[config.mk]
export PLATFORM = sky130hd
export DESIGN_NAME = pwrup_rst_seq
export DESIGN_NICKNAME = d
export VERILOG_FILES = /design/src/rtl/pwrup_pkg.sv /design/src/rtl/pwrup_tick_timer.sv /design/src/rtl/pwrup_fsm.sv /design/src/rtl/pwrup_out_map.sv /design/src/rtl/pwrup_rst_seq.sv
export SDC_FILE = /design/constraint.sdc
export NUM_CORES = 1
export LEC_CHECK = 0
export ABC_AREA = 1
export BUFFER_PORTS_ARGS = -buffer_cell sky130_fd_sc_hd__buf_2
export CAP_MARGIN = 25
export CORE_MARGIN = 3
export CORE_UTILIZATION = 29
export CTS_CLUSTER_DIAMETER = 30
export DETAILED_ROUTE_END_ITERATION = 10
export PLACE_DENSITY = 0.51
export SKIP_CTS_REPAIR_TIMING = 1
export SYNTH_ARGS = -nofsm -noshare
export SYNTH_HDL_FRONTEND = slang
export SYNTH_SLANG_ARGS = --single-unit
[constraint.sdc]
create_clock -name clk -period 2.54 [get_ports clk]
set_input_delay 0.127 -clock clk [delete_from_list [all_inputs] [get_ports clk]]
set_output_delay 0.127 -clock clk [all_outputs]
set_load 0.005 [all_outputs]
[src/rtl/pwrup_pkg.sv]
package pwrup_pkg;

    typedef enum logic [3:0] {
        S_IDLE,
        S_STEP,
        S_WAIT_PHY,
        S_WAIT_CORE,
        S_APP_PULSE,
        S_SETTLE,
        S_READY,
        S_UNWIND,
        S_FAIL,
        S_STOP
    } seq_state_e;

    // number of level steps in the bring-up chain
    localparam int unsigned NUM_STEPS = 10;
    localparam int unsigned LVL_W     = $clog2(NUM_STEPS + 1);

    // index into the "released" vector: step k complete <=> released[k-1]
    localparam int unsigned IX_PWR    = 0;
    localparam int unsigned IX_HOT    = 1;
    localparam int unsigned IX_PHY    = 2;
    localparam int unsigned IX_APPCLK = 3;
    localparam int unsigned IX_REFCLK = 4;
    localparam int unsigned IX_PIPE   = 5;
    localparam int unsigned IX_CORE   = 6;
    localparam int unsigned IX_STICKY = 7;
    localparam int unsigned IX_NSTKY  = 8;
    localparam int unsigned IX_PERIPH = 9;

    // levels at which the sequence leaves the plain stepping state
    localparam logic [LVL_W-1:0] LV_PHY_WAIT  = LVL_W'(IX_HOT + 1);
    localparam logic [LVL_W-1:0] LV_CORE_WAIT = LVL_W'(IX_REFCLK + 1);
    localparam logic [LVL_W-1:0] LV_PULSE     = LVL_W'(IX_CORE + 1);
    localparam logic [LVL_W-1:0] LV_LAST      = LVL_W'(NUM_STEPS);

endpackage

[src/rtl/pwrup_tick_timer.sv]
module pwrup_tick_timer #(
    parameter int unsigned TW = 8
) (
    input  logic          clk,
    input  logic          rst_n,
    input  logic          clr,
    input  logic          run,
    input  logic          tick,
    input  logic [TW-1:0] limit,
    output logic          expire
);

    logic [TW-1:0] cnt_q;

    assign expire = run && tick && (cnt_q == limit - 1'b1);

    always_ff @(posedge clk or negedge rst_n) begin
        if (!rst_n) begin
            cnt_q <= '0;
        end else if (clr) begin
            cnt_q <= '0;
        end else if (run && tick && !expire) begin
            cnt_q <= cnt_q + 1'b1;
        end
    end

    // the tick count of a running window never reaches its limit
    p_cnt_bound_r7: assert property (@(posedge clk) disable iff (!rst_n)
        run |-> (cnt_q < limit));

endmodule

[src/rtl/pwrup_fsm.sv]
module pwrup_fsm
    import pwrup_pkg::*;
#(
    parameter int unsigned REQ_TMO_US = 1000,
    parameter int unsigned RUN_US     = 100,
    parameter int unsigned STOP_US    = 100000,
    parameter int unsigned TW         = 17
) (
    input  logic             clk,
    input  logic             rst_n,
    input  logic             start,
    input  logic             stop,
    input  logic             phy_req,
    input  logic             core_req,
    input  logic             tick,
    input  logic             expire,
    output seq_state_e       state_o,
    output logic [LVL_W-1:0] lvl_o,
    output logic             tmr_clr,
    output logic             tmr_run,
    output logic [TW-1:0]    tmr_limit
);

    seq_state_e       state_q, state_d;
    logic [LVL_W-1:0] lvl_q, lvl_d;

    // next-state and next-level decision
    always_comb begin
        state_d = state_q;
        lvl_d   = lvl_q;
        if (stop && state_q != S_STOP) begin
            state_d = S_STOP;
            lvl_d   = '0;
        end else begin
            unique case (state_q)
                S_IDLE: begin
                    if (start) begin
                        state_d = S_STEP;
                        lvl_d   = LVL_W'(1);
                    end
                end
                S_STEP: begin
                    if (lvl_q == LV_PHY_WAIT) begin
                        state_d = S_WAIT_PHY;
                    end else if (lvl_q == LV_CORE_WAIT) begin
                        state_d = S_WAIT_CORE;
                    end else if (lvl_q == LV_PULSE) begin
                        state_d = S_APP_PULSE;
                    end else if (lvl_q == LV_LAST) begin
                        state_d = S_SETTLE;
                    end else begin
                        lvl_d = lvl_q + 1'b1;
                    end
                end
                S_WAIT_PHY: begin
                    if (tick && !phy_req) begin
                        state_d = S_STEP;
                        lvl_d   = lvl_q + 1'b1;
                    end else if (expire) begin
                        state_d = S_UNWIND;
                    end
                end
                S_WAIT_CORE: begin
                    if (tick && !core_req) begin
                        state_d = S_STEP;
                        lvl_d   = lvl_q + 1'b1;
                    end else if (expire) begin
                        state_d = S_UNWIND;
                    end
                end
                S_APP_PULSE: begin
                    state_d = S_STEP;
                    lvl_d   = lvl_q + 1'b1;
                end
                S_SETTLE: begin
                    if (expire) state_d = S_READY;
                end
                S_READY: begin
                    state_d = S_READY;
                end
                S_UNWIND: begin
                    if (lvl_q == '0) state_d = S_FAIL;
                    else             lvl_d   = lvl_q - 1'b1;
                end
                S_FAIL: begin
                    state_d = S_FAIL;
                end
                S_STOP: begin
                    if (expire) state_d = S_IDLE;
                end
                default: begin
                    state_d = S_IDLE;
                    lvl_d   = '0;
                end
            endcase
        end
    end

    // state register
    always_ff @(posedge clk or negedge rst_n) begin
        if (!rst_n) begin
            state_q <= S_IDLE;
            lvl_q   <= '0;
        end else begin
            state_q <= state_d;
            lvl_q   <= lvl_d;
        end
    end

    // timer control
    always_comb begin
        tmr_clr = (state_d != state_q);
        tmr_run = 1'b0;
        tmr_limit = TW'(1);
        case (state_q)
            S_WAIT_PHY, S_WAIT_CORE: begin
                tmr_run   = 1'b1;
                tmr_limit = TW'(REQ_TMO_US);
            end
            S_SETTLE: begin
                tmr_run   = 1'b1;
                tmr_limit = TW'(RUN_US);
            end
            S_STOP: begin
                tmr_run   = 1'b1;
                tmr_limit = TW'(STOP_US);
            end
            default: ;
        endcase
    end

    assign state_o = state_q;
    assign lvl_o   = lvl_q;

    // between ticks a wait neither advances nor changes state
    p_wait_hold_r7: assert property (@(posedge clk) disable iff (!rst_n)
        ((state_q == S_WAIT_PHY || state_q == S_WAIT_CORE) && !tick && !stop)
        |=> (state_q == $past(state_q)) && $stable(lvl_q));

    // unwinding removes exactly one step per clock
    p_unwind_step_r8: assert property (@(posedge clk) disable iff (!rst_n)
        (state_q == S_UNWIND && lvl_q != '0 && !stop)
        |=> (lvl_q == $past(lvl_q) - 1'b1));

    // the failed state holds no completed step
    p_fail_level_r8: assert property (@(posedge clk) disable iff (!rst_n)
        (state_q == S_FAIL) |-> (lvl_q == '0));

    // a start outside idle leaves state and level unchanged
    p_start_busy_r11: assert property (@(posedge clk) disable iff (!rst_n)
        (start && !stop && (state_q == S_READY || state_q == S_FAIL))
        |=> (state_q == $past(state_q)) && $stable(lvl_q));

endmodule

[src/rtl/pwrup_out_map.sv]
module pwrup_out_map
    import pwrup_pkg::*;
(
    input  seq_state_e       state_i,
    input  logic [LVL_W-1:0] lvl_i,
    output logic             pwr_rst_o,
    output logic             hot_rst_o,
    output logic             phy_rst_o,
    output logic             app_clk_en_o,
    output logic             ref_clk_en_o,
    output logic             pipe_rst_o,
    output logic             core_rst_o,
    output logic             app_rst_o,
    output logic             sticky_rst_o,
    output logic             nsticky_rst_o,
    output logic             periph_rst_o,
    output logic             link_train_en_o,
    output logic             done_o,
    output logic             err_o
);

    logic [NUM_STEPS-1:0] released;

    for (genvar i = 0; i < NUM_STEPS; i++) begin : g_rel
        assign released[i] = (lvl_i > LVL_W'(i));
    end

    always_comb begin
        pwr_rst_o       = !released[IX_PWR];
        hot_rst_o       = !released[IX_HOT];
        phy_rst_o       = !released[IX_PHY];
        app_clk_en_o    =  released[IX_APPCLK];
        ref_clk_en_o    =  released[IX_REFCLK];
        pipe_rst_o      = !released[IX_PIPE];
        core_rst_o      = !released[IX_CORE];
        sticky_rst_o    = !released[IX_STICKY];
        nsticky_rst_o   = !released[IX_NSTKY];
        periph_rst_o    = !released[IX_PERIPH];
        app_rst_o       = (state_i == S_APP_PULSE);
        link_train_en_o = (state_i == S_READY);
        done_o          = (state_i == S_READY);
        err_o           = (state_i == S_FAIL);
    end

endmodule

[src/rtl/pwrup_rst_seq.sv]
module pwrup_rst_seq
    import pwrup_pkg::*;
#(
    parameter int unsigned REQ_TMO_US = 1000,
    parameter int unsigned RUN_US     = 100,
    parameter int unsigned STOP_US    = 100000
) (
    input  logic clk,
    input  logic rst_n,
    input  logic start,
    input  logic stop,
    input  logic phy_rst_req,
    input  logic core_rst_req,
    input  logic us_tick,
    output logic pwr_rst_o,
    output logic hot_rst_o,
    output logic phy_rst_o,
    output logic app_clk_en_o,
    output logic ref_clk_en_o,
    output logic pipe_rst_o,
    output logic core_rst_o,
    output logic app_rst_o,
    output logic sticky_rst_o,
    output logic nsticky_rst_o,
    output logic periph_rst_o,
    output logic link_train_en_o,
    output logic done_o,
    output logic err_o
);

    localparam int unsigned MAX_A = (REQ_TMO_US > RUN_US) ? REQ_TMO_US : RUN_US;
    localparam int unsigned MAX_L = (MAX_A > STOP_US) ? MAX_A : STOP_US;
    localparam int unsigned TW    = $clog2(MAX_L + 1);

    seq_state_e       state;
    logic [LVL_W-1:0] lvl;
    logic             tmr_clr, tmr_run, tmr_exp;
    logic [TW-1:0]    tmr_limit;

    pwrup_fsm #(
        .REQ_TMO_US (REQ_TMO_US),
        .RUN_US     (RUN_US),
        .STOP_US    (STOP_US),
        .TW         (TW)
    ) u_fsm (
        .clk       (clk),
        .rst_n     (rst_n),
        .start     (start),
        .stop      (stop),
        .phy_req   (phy_rst_req),
        .core_req  (core_rst_req),
        .tick      (us_tick),
        .expire    (tmr_exp),
        .state_o   (state),
        .lvl_o     (lvl),
        .tmr_clr   (tmr_clr),
        .tmr_run   (tmr_run),
        .tmr_limit (tmr_limit)
    );

    pwrup_tick_timer #(
        .TW (TW)
    ) u_timer (
        .clk    (clk),
        .rst_n  (rst_n),
        .clr    (tmr_clr),
        .run    (tmr_run),
        .tick   (us_tick),
        .limit  (tmr_limit),
        .expire (tmr_exp)
    );

    pwrup_out_map u_map (
        .state_i         (state),
        .lvl_i           (lvl),
        .pwr_rst_o       (pwr_rst_o),
        .hot_rst_o       (hot_rst_o),
        .phy_rst_o       (phy_rst_o),
        .app_clk_en_o    (app_clk_en_o),
        .ref_clk_en_o    (ref_clk_en_o),
        .pipe_rst_o      (pipe_rst_o),
        .core_rst_o      (core_rst_o),
        .app_rst_o       (app_rst_o),
        .sticky_rst_o    (sticky_rst_o),
        .nsticky_rst_o   (nsticky_rst_o),
        .periph_rst_o    (periph_rst_o),
        .link_train_en_o (link_train_en_o),
        .done_o          (done_o),
        .err_o           (err_o)
    );

    // first cycle after reset release shows the quiescent outputs
    p_reset_quiet_r1: assert property (@(posedge clk) disable iff (!rst_n)
        !$past(rst_n) |-> pwr_rst_o && periph_rst_o && !app_clk_en_o
                          && !ref_clk_en_o && !done_o && !err_o && !link_train_en_o);

    // PHY reset released only after a low PHY request and the hot release
    p_phy_order_r2: assert property (@(posedge clk) disable iff (!rst_n)
        $fell(phy_rst_o) |-> $past(!phy_rst_req) && !hot_rst_o && !pwr_rst_o);

    // reference clock starts only with the application clock already on
    p_clk_order_r3: assert property (@(posedge clk) disable iff (!rst_n)
        $rose(ref_clk_en_o) |-> $past(app_clk_en_o) && !phy_rst_o);

    // PIPE release needs a low core request; core release follows PIPE
    p_pipe_order_r4: assert property (@(posedge clk) disable iff (!rst_n)
        $fell(pipe_rst_o) |-> $past(!core_rst_req) && ref_clk_en_o);
    p_core_order_r4: assert property (@(posedge clk) disable iff (!rst_n)
        $fell(core_rst_o) |-> $past(!pipe_rst_o));

    // application reset is a single-clock pulse between core and sticky release
    p_app_pulse_r5: assert property (@(posedge clk) disable iff (!rst_n)
        app_rst_o |=> !app_rst_o);
    p_app_window_r5: assert property (@(posedge clk) disable iff (!rst_n)
        app_rst_o |-> !core_rst_o && sticky_rst_o);

    // register resets and peripheral reset leave in order
    p_nsticky_order_r6: assert property (@(posedge clk) disable iff (!rst_n)
        $fell(nsticky_rst_o) |-> $past(!sticky_rst_o));
    p_periph_order_r6: assert property (@(posedge clk) disable iff (!rst_n)
        $fell(periph_rst_o) |-> $past(!nsticky_rst_o));

    // the error flag rises with everything back down
    p_err_down_r8: assert property (@(posedge clk) disable iff (!rst_n)
        $rose(err_o) |-> pwr_rst_o && phy_rst_o && !app_clk_en_o && periph_rst_o);

    // one clock after a stop every output is in its quiescent value
    p_stop_down_r9: assert property (@(posedge clk) disable iff (!rst_n)
        ($past(rst_n) && $past(stop)) |-> pwr_rst_o && hot_rst_o && phy_rst_o
            && pipe_rst_o && core_rst_o && sticky_rst_o && nsticky_rst_o
            && periph_rst_o && !app_clk_en_o && !ref_clk_en_o && !app_rst_o
            && !link_train_en_o && !done_o && !err_o);

    // link training only with the peripheral reset released
    p_link_late_r10: assert property (@(posedge clk) disable iff (!rst_n)
        link_train_en_o |-> !periph_rst_o && !nsticky_rst_o);

    // error stays until a stop
    p_err_sticky_r11: assert property (@(posedge clk) disable iff (!rst_n)
        (err_o && !stop) |=> err_o);

    // start together with stop never starts a bring-up
    p_stop_wins_r12: assert property (@(posedge clk) disable iff (!rst_n)
        (start && stop) |=> pwr_rst_o);

endmodule

Word-level counts from Yosys, hierarchy flattened:

Index checks and enable logic that the tools add are counted.

* register bits: 25
* bits of input ports: 7
* output and inout bits: 14
* word-level logic and storage cells: 93

* add/subtract/negate cells: 4
* order comparisons: 10
* eq/ne operators: 25
* mux-type cells: 27
* reductions and logical operators: 24

Operators by type and width (count)
* 4-bit 2-to-1 mux: 21
* 17-bit case mux with 3 select lines: 1
* 4-bit case mux with 10 select lines: 1
* 17-bit 2-to-1 mux: 2
* 4-bit case mux with 7 select lines: 1
* 4-bit by 3-bit equality test with 1-bit output (second input constant): 6
* 3-bit by 2-bit inequality test with 1-bit output (second input constant): 6
* 17-bit by 1-bit adder with 17-bit output (second input constant): 1
* 17-bit equality test: 1
* 17-bit by 1-bit subtractor with 17-bit output (second input constant): 1
* 4-bit by 3-bit > comparator with 1-bit output (second input constant): 4
* 4-bit by 2-bit equality test with 1-bit output (second input constant): 3
* 4-bit equality test (second input constant): 3
* 1-bit zero test: 11
* 9-bit AND reduction: 1
* 4-bit by 1-bit > comparator with 1-bit output (second input constant): 2
* 4-bit by 2-bit > comparator with 1-bit output (second input constant): 2
* 4-bit > comparator (second input constant): 2
* 4-bit zero test: 2
* 4-bit OR reduction: 2
* 1-bit logical AND: 6
* 3-bit by 1-bit inequality test with 1-bit output (second input constant): 2
* 4-bit by 1-bit adder with 4-bit output (second input constant): 1
* 4-bit by 1-bit equality test with 1-bit output (second input constant): 1
* other kinds (7): 7

Longest topological paths before layout:

Gate-level depths: netlist of run 1.

* depth after elaboration: 12
* mapped depth: 21
* mapped depth without buffers: 19

Cells and area by module:

A second synthesis of run 1 with hierarchy kept.

* cell total of the unflattened synthesis: 511
* area, all modules: 3096.7 sq um

By module, submodules not included
* pwrup_tick_timer: times used 1, cells each 305, area an instance 1876.8 sq um, seq. area each 425.4 sq um
* pwrup_fsm: times used 1, cells each 178, area an instance 1094.8 sq um, seq. area each 200.2 sq um
* pwrup_out_map: times used 1, cells each 28, area an instance 125.1 sq um, seq. area each 0.0 sq um

Least setup slack after synthesis of run 1:

OpenSTA, ideal clock, no wires.

* kind: reg-to-reg
* start point: register u_fsm.lvl_q[0], in the netlist u_fsm.lvl_o[0]
* end point: register u_timer.cnt_q[6]
* setup time: 0.124 ns
* arrival time: 2.028 ns
* required time: 2.416 ns
* setup slack: 0.388 ns
* stages on the path, launching flop included: 15
* path buffers: 1
* period minus slack after synthesis: 2.152 ns
* cells stage by stage: dfrtp_1 -> inv_1 -> ha_1 -> inv_1 -> nor2_1 -> inv_1 -> nand2_1 -> nand2_1 -> nor4_1 -> nand3_2 -> nand2_1 -> nand2_1 -> nand2_2 -> buf_6 -> nor3_2

* word-level cells in the longest chain between the ends: 9
* elaborated cells between the ends (all ways): 15
* classes of those cells: eq/ne (5); mux (8); reduce/logical (2)

RTL lines
* from (decl): RTL line pwrup_fsm.sv:25 `logic [LVL_W-1:0] lvl_q, lvl_d;`
* from (signal assigned): RTL line pwrup_fsm.sv:106 `lvl_q <= lvl_d;`
* 4-bit equality test: RTL line pwrup_fsm.sv:49 `end else if (lvl_q == LV_LAST) begin`
* 4-bit 2-to-1 mux: RTL line pwrup_fsm.sv:49
* 4-bit 2-to-1 mux: RTL line pwrup_fsm.sv:47 `end else if (lvl_q == LV_PULSE) begin`
* 4-bit 2-to-1 mux: RTL line pwrup_fsm.sv:45 `end else if (lvl_q == LV_CORE_WAIT) begin`
* 4-bit 2-to-1 mux: RTL line pwrup_fsm.sv:43 `if (lvl_q == LV_PHY_WAIT) begin`
* 4-bit case mux with 10 select lines (*): RTL line pwrup_fsm.sv:35 `unique case (state_q)`
* 4-bit 2-to-1 mux (*): RTL line pwrup_fsm.sv:31 `if (stop && state_q != S_STOP) begin`
* net u_fsm.state_d[0]: RTL line pwrup_fsm.sv:24 `seq_state_e state_q, state_d;`
* 4-bit inequality test (*): RTL line pwrup_fsm.sv:112 `tmr_clr = (state_d != state_q);`
* 17-bit 2-to-1 mux or 2-bit nonzero test (tied branches)
* to (signal assigned): RTL line pwrup_tick_timer.sv:23 `cnt_q <= cnt_q + 1'b1;`
* to (decl): RTL line pwrup_tick_timer.sv:13 `logic [TW-1:0] cnt_q;`

Mark *: on every way through the listed nets, which the timed path passes. The rest lies on a longest branch.
A chain may end at the register's enable or synchronous reset.

Worst setup path after layout of run 1:

* start point: register u_fsm.lvl_q[0], in the netlist u_fsm.lvl_o[0]
* end point: register u_timer.cnt_q[15]

* word-level cells in the longest chain between the ends: 9
* elaborated cells between the ends (all ways): 15
* classes of those cells: eq/ne (5); mux (8); reduce/logical (2)

RTL lines (RTL line)
* 4-bit equality test: pwrup_fsm.sv:49
* 4-bit 2-to-1 mux: pwrup_fsm.sv:49
* 4-bit 2-to-1 mux: pwrup_fsm.sv:47
* 4-bit 2-to-1 mux: pwrup_fsm.sv:45
* 4-bit 2-to-1 mux: pwrup_fsm.sv:43
* 4-bit case mux with 10 select lines (*): pwrup_fsm.sv:35
* 4-bit 2-to-1 mux (*): pwrup_fsm.sv:31
* 4-bit inequality test (*): pwrup_fsm.sv:112
* 17-bit 2-to-1 mux or 2-bit nonzero test (tied branches)

Every way passes the cells marked *; elsewhere a longest branch is shown, timed or not.

==> metrics, run 1 <==
DR top layer met4; Simple-Gate Fraction of Synth Area 42.4%; grt total ovfl 0; vias in the first global route 1957; dpl ws 0.131 ns; sequential standard cell area 627 sq um; final clock skew 0.0182 ns; Synth top area share 29.1%; Peak VDD IR 0.000398 V; Total GRT Usage 13.2%; crit path cell chain inv_1, ha_1, inv_1, nor2_1, inv_1, nand2_1, nand2_1, nor4_2, nand4_1, nand2_1, nand2_2, buf_12, nor3_1; Max Cap Viol 0; gp weighted congestion 0.837; # IOs 21; met3 wire length 238 um; Top FF cell, synth dfrtp_1; Synth top cells by count nand2_1 (82), inv_1 (45), nor2_1 (36); Final Power 2.10 mW; CTS sink cnt 25; Async SR Flop Fraction 100%; clock root cell clkbuf_8; WP depth 13; Leakage Power 1.24 nW; crit start category register; Final Hold Viols 0; Post-route DRC 0; complex-gate fraction of the synthesized area 7.81%; Syn Area/Cell 6.71 sq um; wire per inst 12.2 um; metal2 WL 2.41 mm; worst endpoint data arrival time 2.47 ns; ranking of synthesized cells by area dfrtp_1 (29%), nand2_1 (14%), inv_1 (7.9%); RSZ-0062 raised after global routing true; post-route setup slack 0.258 ns; Antenna Cells 0; vias 2120; cts bufs inserted 3; Post-synth EDFFs 0; worst reg2reg path depth 13; max_slew headroom 57.9%; Tcrit/Tclk final 89.9%; std cell rows 30; Syn-to-layout area delta 19.9%; Die Y-Extent 92.0 um; Filler Cells Inserted 803; Starting Density 30.8%; Mapped Cells 320; fraction of the mapped netlist area in adder cells 2.91%; hold crit path type primary input to register; Cell Pwr Density 815 mW/mm^2; Synth Area in XOR/XNOR 6.12%; CP Max Fanout 17; M1 WL 2.88 mm; Final ANT Viol Nets 0; Worst-Skew Late Latency 0.28 ns; via/cell ratio 4.66; Hold Crit Start start; Clock Tree Buf Depth 2; Critical Path Sink Type register; main combinational cell family by area after synthesis simple AND/OR/NAND/NOR gates; CP top delay family simple AND/OR/NAND/NOR gates; share of cells above drive strength 1 21.7%; Hold Path Depth 5; Slew @ Worst Pin 0.631 ns; Critical Path Slowest Stage Cell dfrtp_1; CTS tree built; mux cell area share after synthesis 0%; post-synth cell types 32; Syn Std Cell Area 0.00215 sq mm; # port buffers 20; largest net degree at the start of global routing 26; initial DRC count 78; area of the multi-input gates 0.00130 sq mm; Die W 92.0 um; DPL Wire Length 4.36 mm; H-tree depth 1; maximum clock frequency 0.438 GHz; CP required 2.72 ns; initial antenna violation count 0; clk slew on worst S/H paths 0.11 ns; Synth Warn # 0; CP Buf/Inv Count 4; drt pass-1 iters 4; Yosys reg bits 25; Setup violations, final 0; Syn Nets 332; worst r2r src u_fsm.lvl_o[0]; global-route wire length before repair 9.23 mm; die area 0.00847 sq mm; cell taking the most area after synthesis dfrtp_1; status finished, final reports clean; slowest stage delay, CP 0.45 ns; Crit Path Category register to register; fin nets 372; Seq/Total Area, Yosys 29.1%; Core ar. 0.00698 sq mm; final worst path period need 2.28 ns; top-count cell post-synth nand2_1; final wirelength 5.56 mm; Slew Viols, Final 0; Setup crit start u_fsm.lvl_o[0]
-- path summary, 6_finish.rpt --
kind	slack, ns	end
worst max-delay path	0.26	u_timer.cnt_q[15]
worst min-delay path	0.22	u_fsm.state_o[0]
worst max register to register	0.26	u_timer.cnt_q[15]
worst min register to register	0.61	u_fsm.lvl_o[1]
max in group asynchronous	1.68	u_fsm.state_o[1]
min in group asynchronous	0.37	u_timer.cnt_q[12]
-- worst reg2reg max path: stages, from the launching register on --
cell and delay [ns]:
dfrtp_1 0.45, inv_1 0.16, ha_1 0.21, inv_1 0.08
nor2_1 0.13, inv_1 0.07, nand2_1 0.08, nand2_1 0.06
nor4_2 0.35, nand4_1 0.14, nand2_1 0.11, nand2_2 0.07
buf_12 0.15, nor3_1 0.15
-- flip-flops by register name (all words and copies together), names as in the netlist --
register / count
u_fsm.lvl_o: 4
u_fsm.state_o: 4
u_timer.cnt_q: 17
-- placed cells by master (no fill, tap or decap), types with 11 or more instances in the layout --
cell / synthesis / layout
nor3_2: 10 / 11
nor3_1: 18 / 17
nand3_1: 17 / 17
o21ai_0: 15 / 15
dfrtp_1: 25 / 24
xor2_1: 12 / 12
nand2_1: 82 / 82
buf_2: 0 / 20
inv_1: 45 / 45
nor2_1: 36 / 34
buf_4: 2 / 20
-- where the power goes --
group | switching, mW | internal (mW)
Sequential | 0.0348 | 0.435
Combinational | 0.864 | 0.510
Clock | 0.144 | 0.111
Total | 1.04 | 1.06
-- stage by stage --
step	TNS (ns)	instances	utilization, %	cell area [sq um]	hold slack [ns]
CTS	0	452	35.9	2510	-0.145
finish	0	455	36.9	2570	0.224
global placement	0	448	35.3	2460	0.177
global route	-0.0504	455	36.9	2570	0.252
detailed placement	0	448	35.3	2460	0.179
floorplan	0	320	-	2150	-0.169
-- routing by layer --
layer	track usage, %	vias to the layer above
li1	-	1101
met1	19.7	973
met2	20.5	44
met3	1.48	2
met4	2.60	0
met5	0	-
-- area by class of cell --
class	count	area share (%)
multi-input cells	239	50.4
repair buffers	43	11.7
well taps	96	4.66
clock buffers	3	1.60
flip-flops and latches	25	24.3
clock inverters	1	0.292
inverters	48	7.00
-- logic make-up (layout without fill, tap and decap cells) --
family	Yosys count	after routing
compound gates	30	30
simple gates	189	189
fa+ha+maj	5	5
buf+inv	56	95
xor+xnor	15	15
flops	25	25
No activity file was read; power rests on OpenSTA's default activity.
==> inputs of run 2 (changes only) <==
--- a/config.mk
+++ b/config.mk
@@ -12,7 +12,9 @@
 export CORE_UTILIZATION = 29
 export CTS_CLUSTER_DIAMETER = 30
 export DETAILED_ROUTE_END_ITERATION = 10
+export MAX_ROUTING_LAYER = met4
 export PLACE_DENSITY = 0.51
+export RECOVER_POWER = 50
 export SKIP_CTS_REPAIR_TIMING = 1
 export SYNTH_ARGS = -nofsm -noshare
 export SYNTH_HDL_FRONTEND = slang
==> constraint.sdc (replaced) <==
create_clock -name clk -period 2.15 [get_ports clk]
set_input_delay 0.1075 -clock clk [delete_from_list [all_inputs] [get_ports clk]]
set_output_delay 0.1075 -clock clk [all_outputs]
set_load 0.005 [all_outputs]
==> metrics, run 2 (same netlist as run 1, synthesis figures left out) <==
fin nets 415; maximum clock frequency 0.453 GHz; grt total ovfl 0; switching share of power 47.5%; Pint 1.61 mW; cts bufs inserted 3; CTS tree built; Clock Tree Buf Depth 2; hold crit path type primary input to register; via/cell ratio 4.57; Layout Utilization 43.1%; Cell Pwr Density 1020 mW/mm^2; vias 2278; crit start category register; Die W 92.0 um; std cell rows 30; global-route wire length before repair 9.71 mm; Slew @ Worst Pin 1.47 ns; Setup violations, final 17; post-route cell area 0.00301 sq mm; Critical Path Sink Type register; max_slew headroom 2.08%; max FFs per register 17; Crit Path Category register to register; Biggest register u_timer.cnt_q; Post-route DRC 0; initial DRC count 80; clk slew on worst S/H paths 0.11 ns; worst endpoint data arrival time 2.41 ns; # port buffers 20; Inst Count DP 490; Leakage Power 1.47 nW; Antenna Cells 0; most frequent cells in the layout nand2_1 (79), buf_4 (60), inv_1 (41); total negative setup slack -0.635 ns; combinational fraction of design power 72.0%; final wirelength 5.91 mm; final worst path period need 2.21 ns; Max Cap Viol 0; Final Hold Viols 0; Total GRT Usage 14.0%; initial antenna violation count 0; placement-stage cell area 0.00281 sq mm; Final Power 3.06 mW; area of the multi-input gates 0.00138 sq mm; gp weighted congestion 0.878; clock root cell clkbuf_8; Core ar. 0.00698 sq mm; H-tree depth 1; Tcrit/Tclk final 103%; DPL Wire Length 4.40 mm; failing checks setup timing; vias in the first global route 2129; # IOs 21; Slew Viols, Final 0; post-route setup slack -0.0572 ns; Peak VDD IR 0.000367 V; RSZ-0062 raised after global routing true; Syn-to-layout area delta 40.2%; Die Y-Extent 92.0 um; Filler Cells Inserted 758; sequential standard cell area 628 sq um; drt pass-1 iters 4; die area 0.00847 sq mm; largest net degree at the start of global routing 26; wire per inst 11.9 um; CP required 2.35 ns; CTS sink cnt 25; Final ANT Viol Nets 0; Sw Pwr 1.45 mW; most common cell after layout, fill and taps aside nand2_1; Final Non-Filler Cells 498; status finished, violations left; part of the power in registers 18.1%; Worst-Skew Late Latency 0.28 ns; CP Max Fanout 9; Starting Density 30.8%; Clk pwr share 9.9%; final clock skew 0.0168 ns; share of cells above drive strength 1 33.8%
==> run 2: worst max-delay path: stages, from the launching register on <==
cell       delay (ns)
dfrtp_2          0.46
nor2_2           0.17
nand2_2          0.15
buf_4            0.17
o31ai_1          0.22
buf_4            0.15
nor2_1           0.03
inv_1            0.06
nand2_1          0.06
nand2_2          0.07
nand2_1          0.06
nand2_1          0.06
nand2_1          0.06
inv_2            0.06
nand2_4          0.07
clkbuf_16        0.17
nor3_2           0.09
==> run 2: final timing paths <==
| check | start | to | slack [ns] | depth (start not counted) |
|---|---|---|---|---|
| hold / removal | stop | u_fsm.state_o[2] | 0.32 | 5 |
| min in group asynchronous | rst_n | u_timer.cnt_q[11] | 0.70 | 2 |
| hold reg to reg | u_timer.cnt_q[0] | u_timer.cnt_q[0] | 0.64 | 2 |
| max in group asynchronous | rst_n | u_fsm.state_o[1] | 0.49 | 2 |
| setup / recovery | u_fsm.state_o[2] | u_timer.cnt_q[12] | -0.06 | 16 |
| setup reg to reg | u_fsm.state_o[2] | u_timer.cnt_q[12] | -0.06 | 16 |
==> run 2: power groups by stage <==
stage | Combinational [mW] | Sequential, mW | Clock, mW
2_1_floorplan | 1.08 | 0.573 | 0
3_3_place_gp | 1.89 | 0.561 | 0
3_5_place_dp | 1.89 | 0.563 | 0
4_1_cts | 1.90 | 0.554 | 0.311
5_1_grt | 2.41 | 0.560 | 0.332
6_report | 2.20 | 0.554 | 0.302
==> run 2: stage by stage <==
stage	setup slack (ns)	hold slack, ns
finish	-0.0572	0.322
global route	-0.238	0.367
CTS	-0.287	-0.153
detailed placement	-0.267	0.162
global placement	-0.232	0.155
floorplan	0.0473	-0.188
==> run 2: cell type report <==
class,instances,share of cell area (%)
multi-input cells,239,45.8
repair buffers,86,21.8
flip-flops and latches,25,20.9
inverters,48,5.99
well taps,96,3.99
clock buffers,3,1.37
clock inverters,1,0.166
==> run 2: metal layers <==
metal | vias to the layer above | share of wire [%] | GRT usage [%]
li1 | 1182 | - | -
met1 | 1059 | 50 | 18.8
met4 | 0 | 0.49 | 3.34
met2 | 33 | 47 | 22.6
met3 | 4 | 2.5 | 1.56
met5 | - | 0 | -
==> inputs of run 3 (changes only) <==
--- a/config.mk
+++ b/config.mk
@@ -6,14 +6,15 @@
 export NUM_CORES = 1
 export LEC_CHECK = 0
 export ABC_AREA = 1
-export BUFFER_PORTS_ARGS = -buffer_cell sky130_fd_sc_hd__buf_2
 export CAP_MARGIN = 25
 export CORE_MARGIN = 3
 export CORE_UTILIZATION = 29
+export CTS_BUF_LIST = sky130_fd_sc_hd__clkbuf_16
 export CTS_CLUSTER_DIAMETER = 30
 export DETAILED_ROUTE_END_ITERATION = 10
+export DONT_BUFFER_PORTS = 1
 export MAX_ROUTING_LAYER = met4
-export PLACE_DENSITY = 0.51
+export PLACE_DENSITY = 0.49
 export RECOVER_POWER = 50
 export SKIP_CTS_REPAIR_TIMING = 1
 export SYNTH_ARGS = -nofsm -noshare
==> metrics, run 3 (same netlist as run 1, synthesis figures left out) <==
status finished, violations left; failing checks setup timing; worst r2r src u_fsm.state_o[3]; vias in the first global route 2060; crit path cell chain inv_2, nor2_4, buf_6, nand2_8, nand2_1, nand2_1, nand2_1, inv_1, nand2_2, nor2_4, nand3_4, nand2_2, nand2_1, nand2_1, nand2_1, nand2_1, nand2_1, inv_2, nand2_4, clkbuf_16, nor3_2; global-route wire length before repair 9.58 mm; wire per inst 12.1 um; Crit Path Category register to register; Hold Crit Start stop; std cell rows 30; clk slew on worst S/H paths 0.06 ns; Leakage Power 1.45 nW; # IOs 21; CTS sink cnt 25; total negative setup slack -0.267 ns; Syn-to-layout area delta 39.9%; DR top layer met4; Inst Count DP 463; reg2reg end u_timer.cnt_q[12]; dpl ws -0.124 ns; met3 wire length 239 um; Die Y-Extent 92.0 um; Antenna Cells 0; Final Hold Viols 0; Clk pwr share 12.4%; Pint 1.84 mW; Starting Density 30.8%; DPL Wire Length 4.29 mm; max_slew headroom 4.00%; worst endpoint data arrival time 2.37 ns; hold_ws 0.202 ns; switching share of power 45.6%; max FFs per register 17; clock root cell clkbuf_16; Peak VDD IR 0.000537 V; initial DRC count 74; Critical Path Sink Type register; hold crit path type primary input to register; Critical Path Slowest Stage Cell dfrtp_1; CP Max Fanout 8; Sw Pwr 1.54 mW; fin nets 395; Clock Tree Buf Depth 2; final wirelength 5.79 mm; drt pass-1 iters 5; Worst path most repeated cell nand2_1; CP required 2.33 ns; cts bufs inserted 3; Max Cap Viol 0; most common cell after layout, fill and taps aside nand2_1; vias 2178; largest net degree at the start of global routing 26; worst reg2reg path depth 21; Hold Path Depth 3; Die W 92.0 um; Layout Utilization 43.0%; Core ar. 0.00698 sq mm; # port buffers 0; combinational fraction of design power 71.3%; gp weighted congestion 0.846; R2R setup slack -0.03 ns; die area 0.00847 sq mm; final clock skew 0.00892 ns; Cell Pwr Density 1120 mW/mm^2; via/cell ratio 4.56; grt total ovfl 0; Final Power 3.37 mW; Post-route DRC 0; CTS tree built; Total GRT Usage 14.2%; Slew @ Worst Pin 1.44 ns; metal2 WL 2.80 mm; Slew Viols, Final 0; crit start category register; post-route setup slack -0.0330 ns; part of the power in registers 16.3%; final worst path period need 2.18 ns; Worst Hold End u_fsm.state_o[3]; slowest stage delay, CP 0.42 ns; Final ANT Viol Nets 0; Setup violations, final 16; most frequent cells in the layout nand2_1 (78), buf_4 (54), inv_1 (43); share of cells above drive strength 1 29.8%; Tcrit/Tclk final 102%; maximum clock frequency 0.458 GHz; Biggest register u_timer.cnt_q; M1 WL 2.67 mm; post-route cell area 0.00300 sq mm; RSZ-0062 raised after global routing true; initial antenna violation count 0; Final Non-Filler Cells 478; H-tree depth 1; placement-stage cell area 0.00264 sq mm; Worst-Skew Late Latency 0.27 ns
==> run 3: cell count changes in the layout (fill, tap and decap cells not counted), sizes merged <==
cell	before	now
buf	83	61
clkbuf	5	6
clkinv	3	2
inv	46	47
nand2	89	90
==> run 3: power groups by stage <==
stage               Clock [mW]  Sequential [mW]  Combinational, mW
floorplan                    0            0.573               1.08
global placement             0            0.556               1.78
detailed placement           0            0.556               1.78
CTS                      0.434            0.546               1.79
global route             0.447            0.558               2.64
finish                   0.419            0.551               2.40
==> run 3: worst max-delay path, delay by kind of cell, from the launching register on <==
family,cells,cell delay (ns)
buffers and inverters,5,0.53
flip-flops,1,0.42
AND/OR/NAND/NOR,16,1.17
==> run 3: cell type report <==
class                   count  area [sq um]
clock buffers               3          75.1
clock inverters             1          3.75
fillers                   716          3980
inverters                  48           180
multi-input cells         240          1430
flip-flops and latches     25           628
well taps                  96           120
repair buffers             65           566
==> run 3: routing by layer <==
metal | vias up | global-route usage, %
met1 | 987 | 18.4
met4 | 0 | 5.20
met5 | - | -
met3 | 5 | 1.72
li1 | 1150 | -
met2 | 36 | 22.9
==> run 3: worst max path at each step <==
stage                                 from                end  slack, ns  depth (start not counted)
after floorplan           u_fsm.state_o[1]   u_timer.cnt_q[6]       0.05                         18
after global placement    u_fsm.state_o[3]   u_timer.cnt_q[2]      -0.13                         19
after detailed placement  u_fsm.state_o[3]  u_timer.cnt_q[15]      -0.12                         19
after CTS                 u_fsm.state_o[3]  u_timer.cnt_q[15]      -0.15                         19
after global routing      u_fsm.state_o[3]   u_timer.cnt_q[8]      -0.25                         20
final                     u_fsm.state_o[3]  u_timer.cnt_q[12]      -0.03                         21
